File: src/rtl/mnd_pkg.sv
package mnd_pkg;
    localparam logic [1:0] MODE_OFF  = 2'b00;
    localparam logic [1:0] MODE_DUAL = 2'b10;
endpackage

File: src/rtl/mnd_field_dec.sv
module mnd_field_dec #(
    parameter int SW      = 3,
    parameter int PW      = 3,
    parameter int CW      = 8,
    parameter int M_SHIFT = 8,
    localparam int NSW    = SW + PW + CW + 4,
    localparam int MDW    = M_SHIFT + CW
) (
    input  logic [NSW-1:0] ns_i,
    input  logic [MDW-1:0] md_i,
    output logic [SW-1:0]  src_o,
    output logic [PW-1:0]  pdiv_o,
    output logic [CW-1:0]  m_o,
    output logic [CW-1:0]  n_o,
    output logic [CW-1:0]  half_o,
    output logic           active_o,
    output logic           crst_o
);
    import mnd_pkg::*;

    localparam int P_LO   = SW;
    localparam int NM_LO  = SW + PW;
    localparam int MOD_LO = SW + PW + CW;
    localparam int EN_BIT = MOD_LO + 2;
    localparam int RS_BIT = MOD_LO + 3;

    logic [CW-1:0] nm_inv;
    logic [CW-1:0] duty;
    logic [1:0]    mode;

    always_comb begin
        src_o    = ns_i[SW-1:0];
        pdiv_o   = ns_i[P_LO +: PW];
        nm_inv   = ns_i[NM_LO +: CW];
        mode     = ns_i[MOD_LO +: 2];
        crst_o   = ns_i[RS_BIT];
        m_o      = md_i[M_SHIFT +: CW];
        n_o      = (~nm_inv) + m_o;
        duty     = ~md_i[CW-1:0];
        half_o   = duty >> 1;
        active_o = ns_i[EN_BIT] && (mode != MODE_OFF) && (n_o != '0);
    end
endmodule

File: src/rtl/mnd_prediv.sv
module mnd_prediv #(
    parameter int PW = 3
) (
    input  logic          clk,
    input  logic          rst_n,
    input  logic          crst_i,
    input  logic [PW-1:0] pdiv_i,
    output logic          tick_o
);
    typedef struct packed {
        logic [PW-1:0] cnt;
    } pd_state_t;

    pd_state_t st_d, st_q;

    always_comb begin
        st_d   = st_q;
        tick_o = !crst_i && (st_q.cnt >= pdiv_i);
        if (crst_i || tick_o) st_d.cnt = '0;
        else                  st_d.cnt = st_q.cnt + 1'b1;
    end

    always_ff @(posedge clk or negedge rst_n) begin
        if (!rst_n) st_q <= '0;
        else        st_q <= st_d;
    end


    cnt_hold_chk: assert property (@(posedge clk) disable iff (!rst_n)
        crst_i |=> (st_q.cnt == '0));
endmodule

File: src/rtl/mnd_accum.sv
module mnd_accum #(
    parameter int CW = 8
) (
    input  logic          clk,
    input  logic          rst_n,
    input  logic          crst_i,
    input  logic          active_i,
    input  logic          tick_i,
    input  logic [CW-1:0] m_i,
    input  logic [CW-1:0] n_i,
    input  logic [CW-1:0] half_i,
    output logic          pulse_o,
    output logic          level_o
);
    typedef struct packed {
        logic [CW-1:0] acc;
        logic          pulse;
        logic          level;
    } acc_state_t;

    acc_state_t st_d, st_q;
    logic [CW:0] sum;
    logic        wrap;

    always_comb begin
        st_d = st_q;
        sum  = {1'b0, st_q.acc} + {1'b0, m_i};
        wrap = sum >= {1'b0, n_i};
        if (crst_i) begin
            st_d = '0;
        end else if (!active_i) begin
            st_d.acc   = '0;
            st_d.pulse = tick_i;
            st_d.level = tick_i;
        end else if (tick_i) begin
            if (wrap) begin
                st_d.acc   = sum[CW-1:0] - n_i;
                st_d.pulse = 1'b1;
                st_d.level = 1'b1;
            end else begin
                st_d.acc   = sum[CW-1:0];
                st_d.pulse = 1'b0;
                if (sum >= {1'b0, half_i}) st_d.level = 1'b0;
            end
        end else begin
            st_d.pulse = 1'b0;
        end
    end

    always_ff @(posedge clk or negedge rst_n) begin
        if (!rst_n) st_q <= '0;
        else        st_q <= st_d;
    end

    assign pulse_o = st_q.pulse;
    assign level_o = st_q.level;


    rst_hold_chk: assert property (@(posedge clk) disable iff (!rst_n)
        crst_i |=> (!st_q.pulse && !st_q.level));

    pulse_tick_chk: assert property (@(posedge clk) disable iff (!rst_n)
        !tick_i |=> !st_q.pulse);

    level_rise_chk: assert property (@(posedge clk) disable iff (!rst_n)
        $rose(st_q.level) |-> st_q.pulse);

    no_overflow_chk: assert property (@(posedge clk) disable iff (!rst_n)
        (active_i && !crst_i && (m_i <= n_i)) |-> (st_q.acc < n_i));
endmodule

File: src/rtl/mnd_frac_div.sv
module mnd_frac_div #(
    parameter int SW      = 3,
    parameter int PW      = 3,
    parameter int CW      = 8,
    parameter int M_SHIFT = 8,
    localparam int NSW    = SW + PW + CW + 4,
    localparam int MDW    = M_SHIFT + CW
) (
    input  logic           clk,
    input  logic           rst_n,
    input  logic [NSW-1:0] ns_i,
    input  logic [MDW-1:0] md_i,
    output logic [SW-1:0]  src_sel_o,
    output logic           pulse_o,
    output logic           level_o
);
    logic [PW-1:0] pdiv;
    logic [CW-1:0] m_val, n_val, half_val;
    logic          active, crst, tick;

    mnd_field_dec #(.SW(SW), .PW(PW), .CW(CW), .M_SHIFT(M_SHIFT)) dec_i (
        .ns_i     (ns_i),
        .md_i     (md_i),
        .src_o    (src_sel_o),
        .pdiv_o   (pdiv),
        .m_o      (m_val),
        .n_o      (n_val),
        .half_o   (half_val),
        .active_o (active),
        .crst_o   (crst)
    );

    mnd_prediv #(.PW(PW)) pre_i (
        .clk    (clk),
        .rst_n  (rst_n),
        .crst_i (crst),
        .pdiv_i (pdiv),
        .tick_o (tick)
    );

    mnd_accum #(.CW(CW)) acc_i (
        .clk      (clk),
        .rst_n    (rst_n),
        .crst_i   (crst),
        .active_i (active),
        .tick_i   (tick),
        .m_i      (m_val),
        .n_i      (n_val),
        .half_i   (half_val),
        .pulse_o  (pulse_o),
        .level_o  (level_o)
    );


    rst_out_chk: assert property (@(posedge clk)
        !rst_n |-> (!pulse_o && !level_o));
endmodule

File: config.mk
export PLATFORM = sky130hd
export DESIGN_NAME = mnd_frac_div
export DESIGN_NICKNAME = d
export VERILOG_FILES = /design/src/rtl/mnd_pkg.sv /design/src/rtl/mnd_field_dec.sv /design/src/rtl/mnd_prediv.sv /design/src/rtl/mnd_accum.sv /design/src/rtl/mnd_frac_div.sv
export SDC_FILE = /design/constraint.sdc
export NUM_CORES = 1
export LEC_CHECK = 0
export ABC_AREA = 1
export BUFFER_PORTS_ARGS = -buffer_cell sky130_fd_sc_hd__buf_2
export CAP_MARGIN = 40
export CORE_UTILIZATION = 25
export DETAILED_ROUTE_END_ITERATION = 10
export HOLD_SLACK_MARGIN = 0.03
export PLACE_DENSITY = 0.54
export SLEW_MARGIN = 10
export SYNTH_ARGS = -nofsm -noshare
export SYNTH_HDL_FRONTEND = slang
export SYNTH_SLANG_ARGS = --single-unit
File: constraint.sdc
create_clock -name clk -period 3.11 [get_ports clk]
set_input_delay 0.1555 -clock clk [delete_from_list [all_inputs] [get_ports clk]]
set_output_delay 0.1555 -clock clk [all_outputs]
set_load 0.005 [all_outputs]
==> results_dict.tcl, run 1 <==
set metrics [dict create \
    ctsRootBufferMaster "clkbuf_8" \
    numCtsBuffers 3 \
    synth_seq_cells 13 \
    p_total_mw 1.30 \
    worstSkewPairLatency_ns 0.24 \
    ys_seq_area_frac 0.164 \
    clock_skew_ns 0.00539 \
    synth_top_area_frac 0.215 \
    routabilityCongestion 0.812 \
    syn_to_final_growth_pct 31.7 \
    place_ws_ns 0.0328 \
    outcome "complete, but fails checks" \
    final.fill_count 851 \
    hold_violations 0 \
    grt_max_degree 14 \
    syn_nets 359 \
    synth_cells 286 \
    r2r-end "acc_i.st_q[5]" \
    cp-end-kind "register" \
    setup_violations 0 \
    max_cap_viol_count 0 \
    die_area_mm2 0.00828 \
    wirelength_mm 4.94 \
    final_common_cell "nand2_1" \
    syn_area_mm2 0.00198 \
    place_hpwl_mm 4.15 \
    layout_common_cells "58 x nand2_1, 45 x inv_1, 33 x buf_2" \
    placed_area_mm2 0.00234 \
    cts_tree "yes" \
    power_density_mw_per_mm2 500 \
    vias 1968 \
    core_area_mm2 0.00769 \
    timing.hold.ws_ns 0.278 \
    required_ns 3.24 \
    start_util 0.257 \
    slew_viol_final 0 \
    violations "DRC" \
    timing.rr.start "acc_i.st_q[2]" \
    fin_tns_setup_ns 0 \
    h-tree-depth 1 \
    reg2reg_setup_slack_ns 0.15 \
    synth_area_leader_cell "ha_1" \
    grt_antenna_before_repair 0 \
    drc_errors 1 \
    clk_pin_slew_ns 0.06 \
    synth_edf_count 0 \
    fin_util 0.339 \
    drt_iter0_drc 46 \
    synth_cell_types 32 \
    cts.sinks 13 \
    finalCriticalPeriod_ns 2.96 \
    synthArstFlopShare 1.00 \
    hold_class "primary input to register" \
    dieWidth_um 91.0 \
    finalNonFillerCells 440 \
    synth_area_leaders "ha_1 21%, dfrtp_1 16%, nand2_1 12%, inv_1 8.7%, nand3_1 5.6%" \
    vdd_drop_max_v 0.000182 \
    num_antenna_cells 0 \
    finalCritPeriodShare 0.953 \
    crit_arrival_ns 3.10 \
    grt_pass1_vias 1940 \
    crit_fanout 5 \
    worstHoldPathCells 4 \
    worstMarginPinSlew_ns 0.424 \
    setup_ws_ns 0.146 \
    min-delay-start "ns_i[17]" \
    cts.path.max_buffers 2 \
    final_cell_area_mm2 0.00261 \
    portBuffers 33 \
    grt_usage 0.124 \
    firstDrtPassIters 7 \
    ys_warn_count 0 \
    die_y_um 91.0 \
    drtAntennaViolNets 0 \
    min_to "acc_i.st_q[8]" \
    rr_worst_depth 16 \
    syn_avg_cell_area_um2 6.92 \
    synth_top_flop_cell "dfrtp_1" \
    drive_gt1_frac 0.290 \
    fmax_mhz 337 \
    finalNetCount 412 \
    grt_pass1_wl_mm 8.40 \
    slew_headroom 0.717 \
    overflow 0 \
    start_kind "register" \
    p_leak_nw 1.40 \
    wl_per_cell_um 11.2 \
    ios 41 \
    rows 32 \
    avgViaCountPerCell 4.47 \
    placed_cells 430 \
    crit_type "register to register" \
]
-- cell usage after synthesis, types with 2 or more instances --
cell and instances:
a21oi_2 2, dfrtp_1 13, a21oi_1 16, nand3b_1 3, inv_1 46, nand3_1 22, a21oi_4 2, nand2_2 5
nor2_1 26, a31oi_1 2, o21ai_0 7, o21ai_2 2, xor2_1 10, buf_4 3, o21ai_1 2, o21a_1 3
xnor2_1 3, fa_1 3, ha_1 34, nand4_1 7, nand2_1 64
-- flip-flops by register name, summed over array words and instances, names as in the netlist --
register	flops
acc_i.pulse_o	1
pre_i.st_q	3
acc_i.level_o	1
acc_i.st_q	8
-- worst max-delay path by stage --
| stage | start | end | slack [ns] | cells after the start |
|---|---|---|---|---|
| 2_1_floorplan | acc_i.st_q[2] | acc_i.st_q[6] | 0.28 | 16 |
| 3_3_place_gp | acc_i.st_q[2] | acc_i.st_q[3] | 0.1 | 17 |
| 3_5_place_dp | acc_i.st_q[2] | acc_i.st_q[2] | 0.03 | 17 |
| 4_1_cts | acc_i.st_q[2] | acc_i.st_q[2] | 0.001 | 17 |
| 5_1_grt | acc_i.st_q[2] | acc_i.st_q[2] | -0.04 | 16 |
| 6_report | acc_i.st_q[2] | acc_i.st_q[5] | 0.15 | 16 |
-- worst max-delay path, stage by stage (launching register included) --
cell and delay, ns:
dfrtp_1 0.41, ha_4 0.18, fa_2 0.41, nand3_2 0.11, nand2_4 0.08, a31oi_4 0.22
xor2_2 0.22, ha_4 0.24, nand2_2 0.08, nor3_2 0.05, nor2_2 0.14, nand2_2 0.09
a21oi_4 0.25, buf_6 0.15, o21ai_2 0.05, nor2_1 0.13, nor2_1 0.05
-- cell families after synthesis --
kind of cell | after synthesis | share of synthesized area
simple gates | 131 | 0.292
compound gates | 41 | 0.135
buf+inv | 51 | 0.106
xor+xnor | 13 | 0.0575
fa+ha+maj | 37 | 0.245
flops | 13 | 0.164
-- metal layers --
layer	track usage	part of all wire
met3	0.00419	0.028
met4	0.0357	0.015
met5	0	0
met1	0.172	0.50
met2	0.210	0.46
-- area by class of cell --
type                       count  area [um2]  area share
multi-input combinational    222        1600       0.614
tap                          102         128      0.0489
timing repair buffer          53         337       0.129
clock buffer                   4        45.0      0.0173
sequential                    13         325       0.125
inverter                      46         173      0.0662
-- power by group --
part	leakage (nW)	internal, mW	switching [mW]
Combinational	1.20	0.434	0.514
Clock	0.0228	0.0905	0.0605
Sequential	0.177	0.191	0.0149
-- repair_timing --
item                                    CTS  global route
resized for setup                         0            38
endpoints found under the hold margin    13             0
hold buffers                              1             0
buffers inserted                          0             5
endpoints found under the setup margin    0            10
(Power assumes the default switching activity.)
==> run 2, diff against run 1 <==
- ABC_AREA: 1 -> 0
- CELL_PAD_IN_SITES_DETAIL_PLACEMENT: not set -> 0
- CELL_PAD_IN_SITES_GLOBAL_PLACEMENT: not set -> 1
- PLACE_DENSITY: 0.54 -> 0.65
==> results_dict.tcl, run 2 <==
set metrics [dict create \
    outcome "complete, but fails checks" \
    violations "setup timing" \
    p_leak_nw 1.27 \
    ios 41 \
    clock_power_share 0.130 \
    cts.sinks 13 \
    portBuffers 33 \
    grt_usage 0.147 \
    wl_per_cell_um 13.6 \
    grt_pass1_wl_mm 8.92 \
    setup_violations 9 \
    finalNonFillerCells 392 \
    multiInputGateArea_mm2 0.00157 \
    timing.hold.ws_ns 0.191 \
    firstDrtPassIters 4 \
    rsz0062_at_grt "yes" \
    worstMarginPinSlew_ns 0.855 \
    busiest_layer "met2" \
    core_area_mm2 0.00729 \
    wirelength_mm 5.32 \
    synth_seq_cells 13 \
    crit_fanout 6 \
    synth_cells 221 \
    cts.path.max_buffers 2 \
    overflow 0 \
    drtAntennaViolNets 0 \
    synth_area_leader_cell "ha_1" \
    place_ws_ns -0.348 \
    finalCritPeriodShare 1.07 \
    drc_errors 0 \
    grt_max_degree 17 \
    gr-usage-met1 0.201 \
    use_met3 0.0240 \
    die_y_um 89.0 \
    placed_cells 379 \
    start_kind "register" \
    dieWidth_um 89.0 \
    crit_type "register to register" \
    start_util 0.260 \
    drive_gt1_frac 0.372 \
    synth_cell_types 55 \
    syn_to_final_growth_pct 38.2 \
    synthTopCellsByCount "34 x ha_1, 15 x inv_1, 15 x nor2_1" \
    p_total_mw 1.19 \
    ys_warn_count 0 \
    fmax_mhz 301 \
    hold_violations 0 \
    syn_nets 294 \
    numCtsBuffers 3 \
    final_common_cell "buf_4" \
    synth_edf_count 0 \
    grt_antenna_before_repair 0 \
    syn_avg_cell_area_um2 8.57 \
    min-delay-start "ns_i[17]" \
    crit_arrival_ns 3.43 \
    place_hpwl_mm 4.43 \
    share_seq_of_total_power 0.166 \
    synth_area_leaders "ha_1 22%, dfrtp_1 17%, a211oi_1 3.6%, xnor2_1 3.2%, a21oi_1 3.2%" \
    regMostFlops "acc_i.st_q" \
    h-tree-depth 1 \
    slew_headroom 0.430 \
    synthArstFlopShare 1.00 \
    finalCriticalPeriod_ns 3.32 \
    reg.largest.list "acc_i.st_q: 8 flops, pre_i.st_q: 3 flops" \
    timing.rr.start "acc_i.st_q[2]" \
    drt_iter0_drc 76 \
    grt_pass1_vias 1857 \
    ctsRootBufferMaster "clkbuf_8" \
    combPwrFrac 0.704 \
    finalNetCount 367 \
    swShare 0.418 \
    die_area_mm2 0.00792 \
    internal-power_uw 692 \
    vdd_drop_max_v 0.000124 \
    synth_top_area_frac 0.225 \
    final_cell_area_mm2 0.00262 \
    largest_register_ffs 8 \
    slew_viol_final 0 \
    final.fill_count 817 \
    power_density_mw_per_mm2 454 \
    synth_top_flop_cell "dfrtp_1" \
    layout_common_cells "38 x buf_4, 33 x buf_2, 32 x ha_1" \
    use_met2 0.249 \
    startpoint "acc_i.st_q[2]" \
    setup_ws_ns -0.212 \
    worstSkewPairLatency_ns 0.25 \
    clk_pin_slew_ns 0.06 \
    routabilityCongestion 0.853 \
    cp-end-kind "register" \
    clock_skew_ns 0.00501 \
    fin_util 0.359 \
    register_area_um2 325 \
    placed_area_mm2 0.00239 \
    ys_seq_area_frac 0.172 \
    hold_class "primary input to register" \
    syn_area_mm2 0.00189 \
    cts_tree "yes" \
    fin_tns_setup_ns -1.26 \
    avgViaCountPerCell 4.86 \
    num_antenna_cells 0 \
    vias 1906 \
    rows 31 \
    netSwitchingPower_uw 497 \
    max_cap_viol_count 0 \
    required_ns 3.21 \
    yosysMostFrequentCell "ha_1" \
]
run 2: changes by cell type after synthesis, moves of 5 or more:
cell and change:
inv_1 -31, a211oi_1 +9, nand2_2 -5, nand2_1 -57
nand3_1 -15, a21o_1 +6, nor3_1 +6, nor2b_1 +5
xor2_1 -8, o21ai_0 +5, nor2_1 -11
run 2: repair_timing:
item	CTS	global route
hold buffers	1	0
pin swaps	8	6
endpoints found under the setup margin	10	10
resized for setup	10	16
endpoints found under the hold margin	13	0
buffers inserted	4	4
run 2: final timing paths:
check	endpoint	slack (ns)	depth (start not counted)
max	acc_i.level_o	-0.21	12
min	pre_i.st_q[1]	0.19	2
max reg2reg	acc_i.level_o	-0.21	12
min reg2reg	pre_i.st_q[0]	0.47	1
max in group asynchronous	acc_i.st_q[5]	2.55	2
min in group asynchronous	acc_i.pulse_o	0.33	2
run 2: logic make-up after synthesis:
family,count (synthesis),share of synthesized area
mux,1,0.00529
buf+inv,22,0.0542
compound gates,70,0.268
fa+ha+maj,37,0.256
simple gates,69,0.202
flops,13,0.172
xor+xnor,9,0.0416
run 2: power by group through the flow:
stage	Clock (mW)	Sequential [mW]	Combinational, mW
global placement	0	0.200	0.717
detailed placement	0	0.201	0.723
global route	0.171	0.199	0.931
CTS	0.159	0.198	0.762
finish	0.155	0.197	0.837
floorplan	0	0.197	0.469
run 2: critical path, stage by stage, from the launching register on:
cell and delay (ns):
dfrtp_1 0.39, ha_2 0.19, fa_2 0.34, a21o_1 0.21, a221oi_4 0.30, xnor2_2 0.12, ha_2 0.20, or4_4 0.54
o211a_4 0.25, or2_4 0.27, buf_4 0.15, nor3_4 0.13, o32ai_2 0.11
run 2: layout make-up:
type	instances	area share
Timing Repair Buffer	75	0.189
Inverter	15	0.0215
Clock inverter	1	0.00191
Sequential cell	13	0.124
Clock buffer	3	0.0158
Multi-Input combinational cell	186	0.600
Tap cell	99	0.0473
run 2: per-layer routing:
metal	part of all wire	wire [um]
met1	0.49	2600
met3	0.026	136
met5	0	0
met4	0.0096	51
met2	0.48	2540
